`src/rtl/wel_gate_pkg.sv`:
```
package wel_gate_pkg;
  localparam int OP_W = 8;
  localparam logic [OP_W-1:0] OP_FLAG_SET = 8'h06;
  localparam logic [OP_W-1:0] OP_FLAG_CLR = 8'h04;

  function automatic logic op_is_guarded(input logic [OP_W-1:0] op);
    case (op)
      8'h02, 8'h20, 8'h52, 8'hD8, 8'h60,
      8'hC7, 8'h36, 8'h39, 8'h01: op_is_guarded = 1'b1;
      default:                    op_is_guarded = 1'b0;
    endcase
  endfunction
endpackage

```
`src/rtl/pin_sync.sv`:
```
module pin_sync #(
  parameter int W      = 3,
  parameter int STAGES = 2
) (
  input  logic         clk,
  input  logic         rst_n,
  input  logic [W-1:0] pin_in,
  input  logic [W-1:0] pin_rst_val,
  output logic [W-1:0] level,
  output logic [W-1:0] rise,
  output logic [W-1:0] fall
);
  for (genvar b = 0; b < W; b++) begin : g_bit
    logic [STAGES-1:0] chain;
    logic              last;
    always_ff @(posedge clk) begin
      if (!rst_n) begin
        chain <= {STAGES{pin_rst_val[b]}};
        last  <= pin_rst_val[b];
      end else begin
        chain <= {chain[STAGES-2:0], pin_in[b]};
        last  <= chain[STAGES-1];
      end
    end
    assign level[b] = chain[STAGES-1];
    assign rise[b]  = chain[STAGES-1] & ~last;
    assign fall[b]  = ~chain[STAGES-1] & last;
  end
endmodule

```
`src/rtl/op_shifter.sv`:
```
module op_shifter
  import wel_gate_pkg::*;
#(
  parameter int BITS = OP_W,
  localparam int CW  = $clog2(BITS)
) (
  input  logic            clk,
  input  logic            rst_n,
  input  logic            sel,
  input  logic            sel_fall,
  input  logic            sck_rise,
  input  logic            mosi,
  output logic [BITS-1:0] op,
  output logic            op_done,
  output logic            have_op,
  output logic            aligned
);
  logic [BITS-1:0] shreg;
  logic [CW-1:0]   cnt;
  logic [BITS-1:0] shnext;

  assign shnext  = {shreg[BITS-2:0], mosi};
  assign aligned = (cnt == '0);

  always_ff @(posedge clk) begin
    if (!rst_n) begin
      shreg   <= '0;
      cnt     <= '0;
      op      <= '0;
      have_op <= 1'b0;
      op_done <= 1'b0;
    end else begin
      op_done <= 1'b0;
      if (sel_fall) begin
        shreg   <= '0;
        cnt     <= '0;
        have_op <= 1'b0;
      end else if (sck_rise && sel) begin
        shreg <= shnext;
        cnt   <= (cnt == CW'(BITS - 1)) ? '0 : cnt + 1'b1;
        if (cnt == CW'(BITS - 1) && !have_op) begin
          op      <= shnext;
          have_op <= 1'b1;
          op_done <= 1'b1;
        end
      end
    end
  end

  // a falling select always leaves an empty frame behind
  a_r12_fall_clears: assert property (@(posedge clk) disable iff (!rst_n)
    sel_fall |=> (aligned && !have_op));
  // opcode capture only on an active serial clock edge
  a_r1_capture_on_edge: assert property (@(posedge clk) disable iff (!rst_n)
    $rose(have_op) |-> $past(sck_rise && sel));
endmodule

```
`src/rtl/flag_ctrl.sv`:
```
module flag_ctrl
  import wel_gate_pkg::*;
(
  input  logic            clk,
  input  logic            rst_n,
  input  logic            sel_rise,
  input  logic            have_op,
  input  logic            aligned,
  input  logic [OP_W-1:0] op,
  input  logic            op_done,
  input  logic            cmd_done,
  input  logic            cmd_ready,
  output logic            wel,
  output logic            cmd_valid,
  output logic [OP_W-1:0] cmd_op
);
  logic clean_end;
  logic launch;

  assign clean_end = sel_rise && have_op && aligned;
  assign launch    = op_done && op_is_guarded(op) && wel && !cmd_valid;

  always_ff @(posedge clk) begin
    if (!rst_n) begin
      wel <= 1'b0;
    end else if (cmd_done) begin
      wel <= 1'b0;
    end else if (clean_end && op == OP_FLAG_SET) begin
      wel <= 1'b1;
    end else if (clean_end && op == OP_FLAG_CLR) begin
      wel <= 1'b0;
    end
  end

  always_ff @(posedge clk) begin
    if (!rst_n) begin
      cmd_valid <= 1'b0;
      cmd_op    <= '0;
    end else if (launch) begin
      cmd_valid <= 1'b1;
      cmd_op    <= op;
    end else if (cmd_valid && cmd_ready) begin
      cmd_valid <= 1'b0;
    end
  end

  // the flag only moves after a select rise or a done pulse
  a_r2_flag_moves_on_end: assert property (@(posedge clk) disable iff (!rst_n)
    (wel != $past(wel)) |-> ($past(sel_rise) || $past(cmd_done)));
  // a beat starts only while the flag is set
  a_r7_launch_needs_flag: assert property (@(posedge clk) disable iff (!rst_n)
    $rose(cmd_valid) |-> $past(wel));
  // a stalled beat holds its opcode
  a_r8_hold_beat: assert property (@(posedge clk) disable iff (!rst_n)
    (cmd_valid && !cmd_ready) |=> (cmd_valid && $stable(cmd_op)));
  // done clears the flag
  a_r9_done_clears: assert property (@(posedge clk) disable iff (!rst_n)
    cmd_done |=> !wel);
endmodule

```
`src/rtl/wel_gate_top.sv`:
```
module wel_gate_top
  import wel_gate_pkg::*;
#(
  parameter int SYNC_STAGES = 2
) (
  input  logic            clk,
  input  logic            rst_n,
  input  logic            spi_sck,
  input  logic            spi_cs_n,
  input  logic            spi_mosi,
  output logic            so_oe,
  output logic            cmd_valid,
  input  logic            cmd_ready,
  output logic [OP_W-1:0] cmd_op,
  input  logic            cmd_done,
  output logic [7:0]      status
);
  localparam int NPIN = 3;
  localparam int P_SCK = 0;
  localparam int P_CS = 1;
  localparam int P_DI = 2;

  logic [NPIN-1:0] pins, lvl, rs, fl;
  logic [OP_W-1:0] op;
  logic op_done, have_op, aligned, wel;

  assign pins = {spi_mosi, spi_cs_n, spi_sck};

  pin_sync #(.W(NPIN), .STAGES(SYNC_STAGES)) u_sync (
    .clk(clk), .rst_n(rst_n), .pin_in(pins), .pin_rst_val(3'b010),
    .level(lvl), .rise(rs), .fall(fl)
  );

  op_shifter #(.BITS(OP_W)) u_shift (
    .clk(clk), .rst_n(rst_n), .sel(~lvl[P_CS]), .sel_fall(fl[P_CS]),
    .sck_rise(rs[P_SCK]), .mosi(lvl[P_DI]), .op(op), .op_done(op_done),
    .have_op(have_op), .aligned(aligned)
  );

  flag_ctrl u_ctrl (
    .clk(clk), .rst_n(rst_n), .sel_rise(rs[P_CS]), .have_op(have_op),
    .aligned(aligned), .op(op), .op_done(op_done), .cmd_done(cmd_done),
    .cmd_ready(cmd_ready), .wel(wel), .cmd_valid(cmd_valid), .cmd_op(cmd_op)
  );

  assign so_oe  = 1'b0;
  assign status = {6'b0, wel, 1'b0};
endmodule

```
`config.mk`:
```
export PLATFORM = sky130hd
export DESIGN_NAME = wel_gate_top
export DESIGN_NICKNAME = d
export VERILOG_FILES = /design/src/rtl/wel_gate_pkg.sv /design/src/rtl/pin_sync.sv /design/src/rtl/op_shifter.sv /design/src/rtl/flag_ctrl.sv /design/src/rtl/wel_gate_top.sv
export SDC_FILE = /design/constraint.sdc
export NUM_CORES = 1
export LEC_CHECK = 0
export BUFFER_PORTS_ARGS = -buffer_cell sky130_fd_sc_hd__buf_2
export CAP_MARGIN = 40
export CORE_MARGIN = 4
export CORE_UTILIZATION = 25
export DETAILED_ROUTE_END_ITERATION = 10
export GPL_ROUTABILITY_DRIVEN = 1
export MAX_ROUTING_LAYER = met4
export SLEW_MARGIN = 20
export SYNTH_ARGS = -nofsm -noshare
export SYNTH_HDL_FRONTEND = slang
export SYNTH_SLANG_ARGS = --single-unit
```
`constraint.sdc`:
```
create_clock -name clk -period 1.8 [get_ports clk]
set_input_delay 0.27 -clock clk [delete_from_list [all_inputs] [get_ports clk]]
set_output_delay 0.27 -clock clk [all_outputs]
set_load 0.01 [all_outputs]
```
[Word-level counts from Yosys, hierarchy flattened]
Index checks and enable logic that the tools add are counted.
Operators by class
  bitwise gates (word level): 9
  add/subtract/negate cells: 1
  reduce and logical (&&, ||, !) cells: 21
  equal/unequal tests: 12
  muxes and demuxes: 7
Operators by type and width (number)
  8-bit by 6-bit == test with 1-bit output, second input constant: 3
  8-bit by 3-bit == test with 1-bit output, second input constant: 2
  8-bit by 7-bit == test with 1-bit output, second input constant: 2
  8-bit == test, second input constant: 2
  1-bit logical AND: 10
  9-bit OR reduction: 1
  8-bit by 1-bit == test with 1-bit output, second input constant: 1
  8-bit by 2-bit == test with 1-bit output, second input constant: 1
  1-bit 2-to-1 mux: 6
  1-bit NOT: 6
  2-bit nonzero test: 2
  2-bit OR reduction: 2
  3-bit by 1-bit adder with 3-bit output, second input constant: 1
  1-bit bitwise AND: 3
  3-bit == test, second input constant: 1
  3-bit logical NOT: 1
  3-bit 2-to-1 mux: 1
  3-bit AND reduction: 1
  3-bit OR reduction: 1
  1-bit logical NOT: 2
  2-bit AND reduction: 1
Storage, ports and cells
  input port bits: 7
  flip-flop bits (word level): 38
  word-level logic and storage cells: 63
  output and inout bits: 18

[Longest topological paths before layout]
  depth in word-level cells: 7
  mapped depth: 7
  depth with buffers taken out: 6

[Modules after synthesis]
From an unflattened synthesis, not the netlist that was laid out.
Unflattened totals
  cells, all modules: 197
  area total of the unflattened synthesis: 1861.8 um^2
Modules (own cells, without submodules)
  op_shifter: sequential area each 400.4 um^2, times used 1, area each 819.5 um^2, cells each 92
  flag_ctrl: sequential area each 200.2 um^2, times used 1, area each 576.8 um^2, cells each 65
  pin_sync: sequential area each 180.2 um^2, times used 1, area each 386.6 um^2, cells each 28
  wel_gate_top: sequential area each 0.0 um^2, times used 1, area each 78.8 um^2, cells each 12

[Worst setup path after synthesis]
OpenSTA, ideal clock, no wires.
  kind: reg2reg
  start point: register u_shift.op[1]
  end point: register u_ctrl.cmd_op[4]
  library setup time: 0.119 ns
  clock period less this slack: 1.704 ns
  setup slack: 0.096 ns
  buffers on the path: 2
  data required time: 1.681 ns
  data arrival time: 1.585 ns
  cell stages (with the launch flop): 8
  cell sequence: dfxtp_1 > clkbuf_8 > xor2_1 > o2111ai_1 > o21ai_2 > o31a_1 > buf_6 > o221a_1
On the way
  longest elaborated chain between the ends: 6
  elaborated cells on any way between the ends: 14
  classes of those cells: eq/ne (9); mux (1); reduce/logical (4)
Ends and longest elaborated chain
  start, declared: RTL line op_shifter.sv:13  | output logic [BITS-1:0] op,
  start signal, assigned: RTL line op_shifter.sv:42  | op <= shnext;
  8-bit by 2-bit == test with 1-bit output, or another cell as far along: RTL line wel_gate_pkg.sv:7  | case (op)
  9-bit OR reduction (*): RTL line wel_gate_pkg.sv:7
  1-bit 2-to-1 mux (*): RTL line wel_gate_pkg.sv:7
  1-bit logical AND (*) (3 in a row): RTL line flag_ctrl.sv:21  | assign launch = op_done && op_is_guarded(op) && wel && !cmd_valid;
  end signal, assigned: RTL line flag_ctrl.sv:41  | cmd_op <= op;
  end, declared: RTL line flag_ctrl.sv:15  | output logic [OP_W-1:0] cmd_op
Mark *: on every way between the ends. The rest lies on a longest branch, timed or not.
A chain may end at the register's enable or synchronous reset.

[Worst setup path in the final report]
  start point: register u_shift.op[0]
  end point: register u_ctrl.cmd_op[5]
The elaborated chain is that of the path after synthesis.

==> flow_metrics.env <==
export IMPL_port_buffers=16
export IMPL_start_util_pct=26.3
export IMPL_rsz0062_at_grt="no"
export IMPL_syn_avg_cell_area_um2=8.90
export IMPL_ys_types=42
export IMPL_fin_area_mm2=0.00196
export IMPL_firstDrtPassIters=4
export IMPL_endpoint_kind="flip-flop"
export IMPL_ys_top_cells_by_area="dfxtp_1 45%, nand2_1 7.1%, mux2i_1 6.5%"
export IMPL_cp_num_buf_inv=2
export IMPL_min_period_ns=1.73
export IMPL_powerDensity_mw_per_mm2=834
export IMPL_grt_max_degree=14
export IMPL_antennaDiodeCount=0
export IMPL_ios=25
export IMPL_crit_path_top_delay_cell="dfxtp_1"
export IMPL_cts_hold_buf=0
export IMPL_antenna_found_initial=0
export IMPL_fin_crit_sh_pct=96.3
export IMPL_finalSetupTns_ns=0
export IMPL_whs_endpoint="u_ctrl.wel$_SDFFE_PP0P_"
export IMPL_drt_wl_total_um=3400
export IMPL_dp_cells=282
export IMPL_post_dp_cell_area_mm2=0.00184
export IMPL_path_clk_slew_ns=0.08
export IMPL_ant_nets=0
export IMPL_syn_area_mm2=0.00170
export IMPL_core_mm2=0.00646
export IMPL_vdd_ir_drop_worst_v=0.000352
export IMPL_synth_top_area_share_pct=44.8
export IMPL_drc=0
export IMPL_rows=29
export IMPL_synth_top_area_cell="dfxtp_1"
export IMPL_wl_met2_um=1520
export IMPL_vias_per_cell=4.55
export IMPL_dieArea_mm2=0.00818
export IMPL_maxCapViolations=0
export IMPL_gp_congestion=0.864
export IMPL_root_buffer="clkbuf_8"
export IMPL_cts_tree="built"
export IMPL_r2r_start="u_shift.op[0]$_SDFFE_PN0P_"
export IMPL_final_common_cell="dfxtp_1"
export IMPL_register_area_um2=764
export IMPL_hp_class="input port to flip-flop"
export IMPL_r2r_end="u_ctrl.cmd_op[5]$_SDFFE_PN0P_"
export IMPL_fin_util_pct=30.4
export IMPL_crit_path_max_incr_delay_ns=0.47
export IMPL_cts_sinks=38
export IMPL_fmax_mhz=577
export IMPL_area_delta_synth_final_pct=15.6
export IMPL_ys_ff_latch=38
export IMPL_status="finished, final reports clean"
export IMPL_maxSlewViolCount=0
export IMPL_cts_buffers=5
export IMPL_skew_ns=0.00944
export IMPL_hold_viol_final=0
export IMPL_arrival_ns=1.91
export IMPL_critical_path_startpoint_type="flip-flop"
export IMPL_clock_latency_ns=0.29
export IMPL_highest_layer="met4"
export IMPL_grt_pass1_wl_um=5750
export IMPL_path_cells="and4bb_1, o2111ai_2, inv_2, o31a_1, buf_4, o221a_1"
export IMPL_vias=1324
export IMPL_die_w_um=90.4
export IMPL_die_h_um=90.4
export IMPL_postSynthCellCount=191
export IMPL_setup_viol_count_final=0
export IMPL_cts_htree_levels=2
export IMPL_fin_nets=223
export IMPL_routedWlPerCell_um=11.7
export IMPL_fillers=704
export IMPL_synth_warnings=0
export IMPL_cp_top_family="compound AO/OA/AOI/OAI gates"
export IMPL_reg2reg_depth=6
export IMPL_track_usage_pct=8.82
export IMPL_whs_ns=0.135
export IMPL_drive_gt1_share_pct=20.6
export IMPL_min_from="cmd_done"
export IMPL_first_global_vias=1228
export IMPL_first_iter_violations=57
export IMPL_cts_path_max_buffers=2
export IMPL_cp_data_required_time_ns=1.98
export IMPL_reg2reg_slack_ns=0.07
export IMPL_multi_input_area_um2=797
export IMPL_overflow=0
export IMPL_final_cells=291
export IMPL_p_leak_nw=0.740
export IMPL_yosysSeqAreaShare_pct=44.8
export IMPL_crit_type="flip-flop to flip-flop"
export IMPL_wirelength_met1_um=1620
export IMPL_wl_met3_um=173
export IMPL_critPathMaxFanout=8
export IMPL_holdPathStages=2
export IMPL_layout_common_cells="35 x dfxtp_1, 32 x nand2_1, 17 x nor2_1"
export IMPL_dp_hpwl_um=2530
## cell usage after synthesis
cell type	instances
a21oi_1	14
a221oi_1	1
a31oi_1	2
and2_1	5
and3b_1	1
and4_1	1
and4bb_1	2
buf_4	9
buf_6	2
clkbuf_1	6
clkbuf_2	1
clkbuf_8	2
conb_1	1
dfxtp_1	38
ha_1	3
inv_1	5
inv_2	1
mux2i_1	11
nand2_1	32
nand2b_1	4
nand3_1	2
nand3b_1	1
nand4_1	2
nor2_1	17
nor2b_1	2
nor3_1	3
nor3_4	1
nor3b_1	1
nor4_1	3
o2111ai_1	1
o2111ai_2	1
o211ai_1	2
o21a_1	1
o21ai_0	2
o21ai_2	1
o221a_1	2
o22ai_1	2
o31a_1	1
o32ai_1	1
or2_2	1
or3_1	2
xor2_1	1
## through the flow
step | power [mW] | setup WS [ns]
6_report | 1.64 | 0.0665
5_1_grt | 1.71 | 0.0118
4_1_cts | 1.66 | 0.0340
3_5_place_dp | 0.935 | 0.0143
3_3_place_gp | 0.934 | 0.0591
2_1_floorplan | 0.928 | 0.0961
## repair_timing
item                                    4_1_cts  5_1_grt
gates resized for setup                       1        2
endpoints found under the hold margin         0        0
pin swaps                                     0        1
setup buffers                                 0        1
endpoints found under the setup margin        1        4
## kinds of logic after synthesis
| family | after synthesis | synth area share, % |
|---|---|---|
| AND/OR/NAND/NOR | 80 | 23.6 |
| flip-flops | 38 | 44.8 |
| AO/OA/AOI/OAI | 31 | 12.3 |
| buffers and inverters | 26 | 9.87 |
| multiplexers | 11 | 6.48 |
| adder cells (fa/ha/maj) | 3 | 2.21 |
| other | 1 | 0.221 |
| XOR/XNOR | 1 | 0.516 |
## area by class of cell
class / count / area share [%]
well taps: 77 / 4.90
clock buffers: 5 / 3.50
flip-flops and latches: 38 / 38.9
multi-input cells: 134 / 40.6
repair buffers: 28 / 8.66
inverters: 6 / 1.15
clock inverters: 3 / 2.29
## report_power, final
group	internal [mW]	switching [mW]	leakage, nW
logic	0.0197	0.0357	0.380
clock network	0.412	0.311	0.0504
registers	0.852	0.00672	0.309
total	1.28	0.354	0.740
## registers in the layout, indices dropped and copies added (netlist names)
name and flops:
u_ctrl.cmd_op 8, u_shift.shreg 7, u_shift.have_op 1, u_sync.g_bit.last 2
u_sync.g_bit.chain 6, u_shift.op 8, u_shift.cnt 3, u_ctrl.wel 1
u_shift.op_done 1, u_ctrl.cmd_valid 1
## per-layer routing
layer / up-vias / global-route usage, %
li1: 676 / -
met1: 610 / 10.8
met2: 30 / 12.7
met3: 8 / 3.00
met4: 0 / 4.85
met5: - / -
## worst max-delay path by stage
stage                                    start                            end  slack [ns]  cells past startpoint
floorplan           u_shift.op[1]$_SDFFE_PN0P_  u_ctrl.cmd_op[4]$_SDFFE_PN0P_         0.1                      7
global placement    u_shift.op[1]$_SDFFE_PN0P_  u_ctrl.cmd_op[4]$_SDFFE_PN0P_        0.06                      5
detailed placement  u_shift.op[1]$_SDFFE_PN0P_  u_ctrl.cmd_op[5]$_SDFFE_PN0P_        0.01                      5
CTS                 u_shift.op[3]$_SDFFE_PN0P_  u_ctrl.cmd_op[5]$_SDFFE_PN0P_        0.03                      5
global route        u_shift.op[4]$_SDFFE_PN0P_  u_ctrl.cmd_op[5]$_SDFFE_PN0P_        0.01                      6
finish              u_shift.op[0]$_SDFFE_PN0P_  u_ctrl.cmd_op[5]$_SDFFE_PN0P_        0.07                      6
Power figures use the tool's default switching activity.
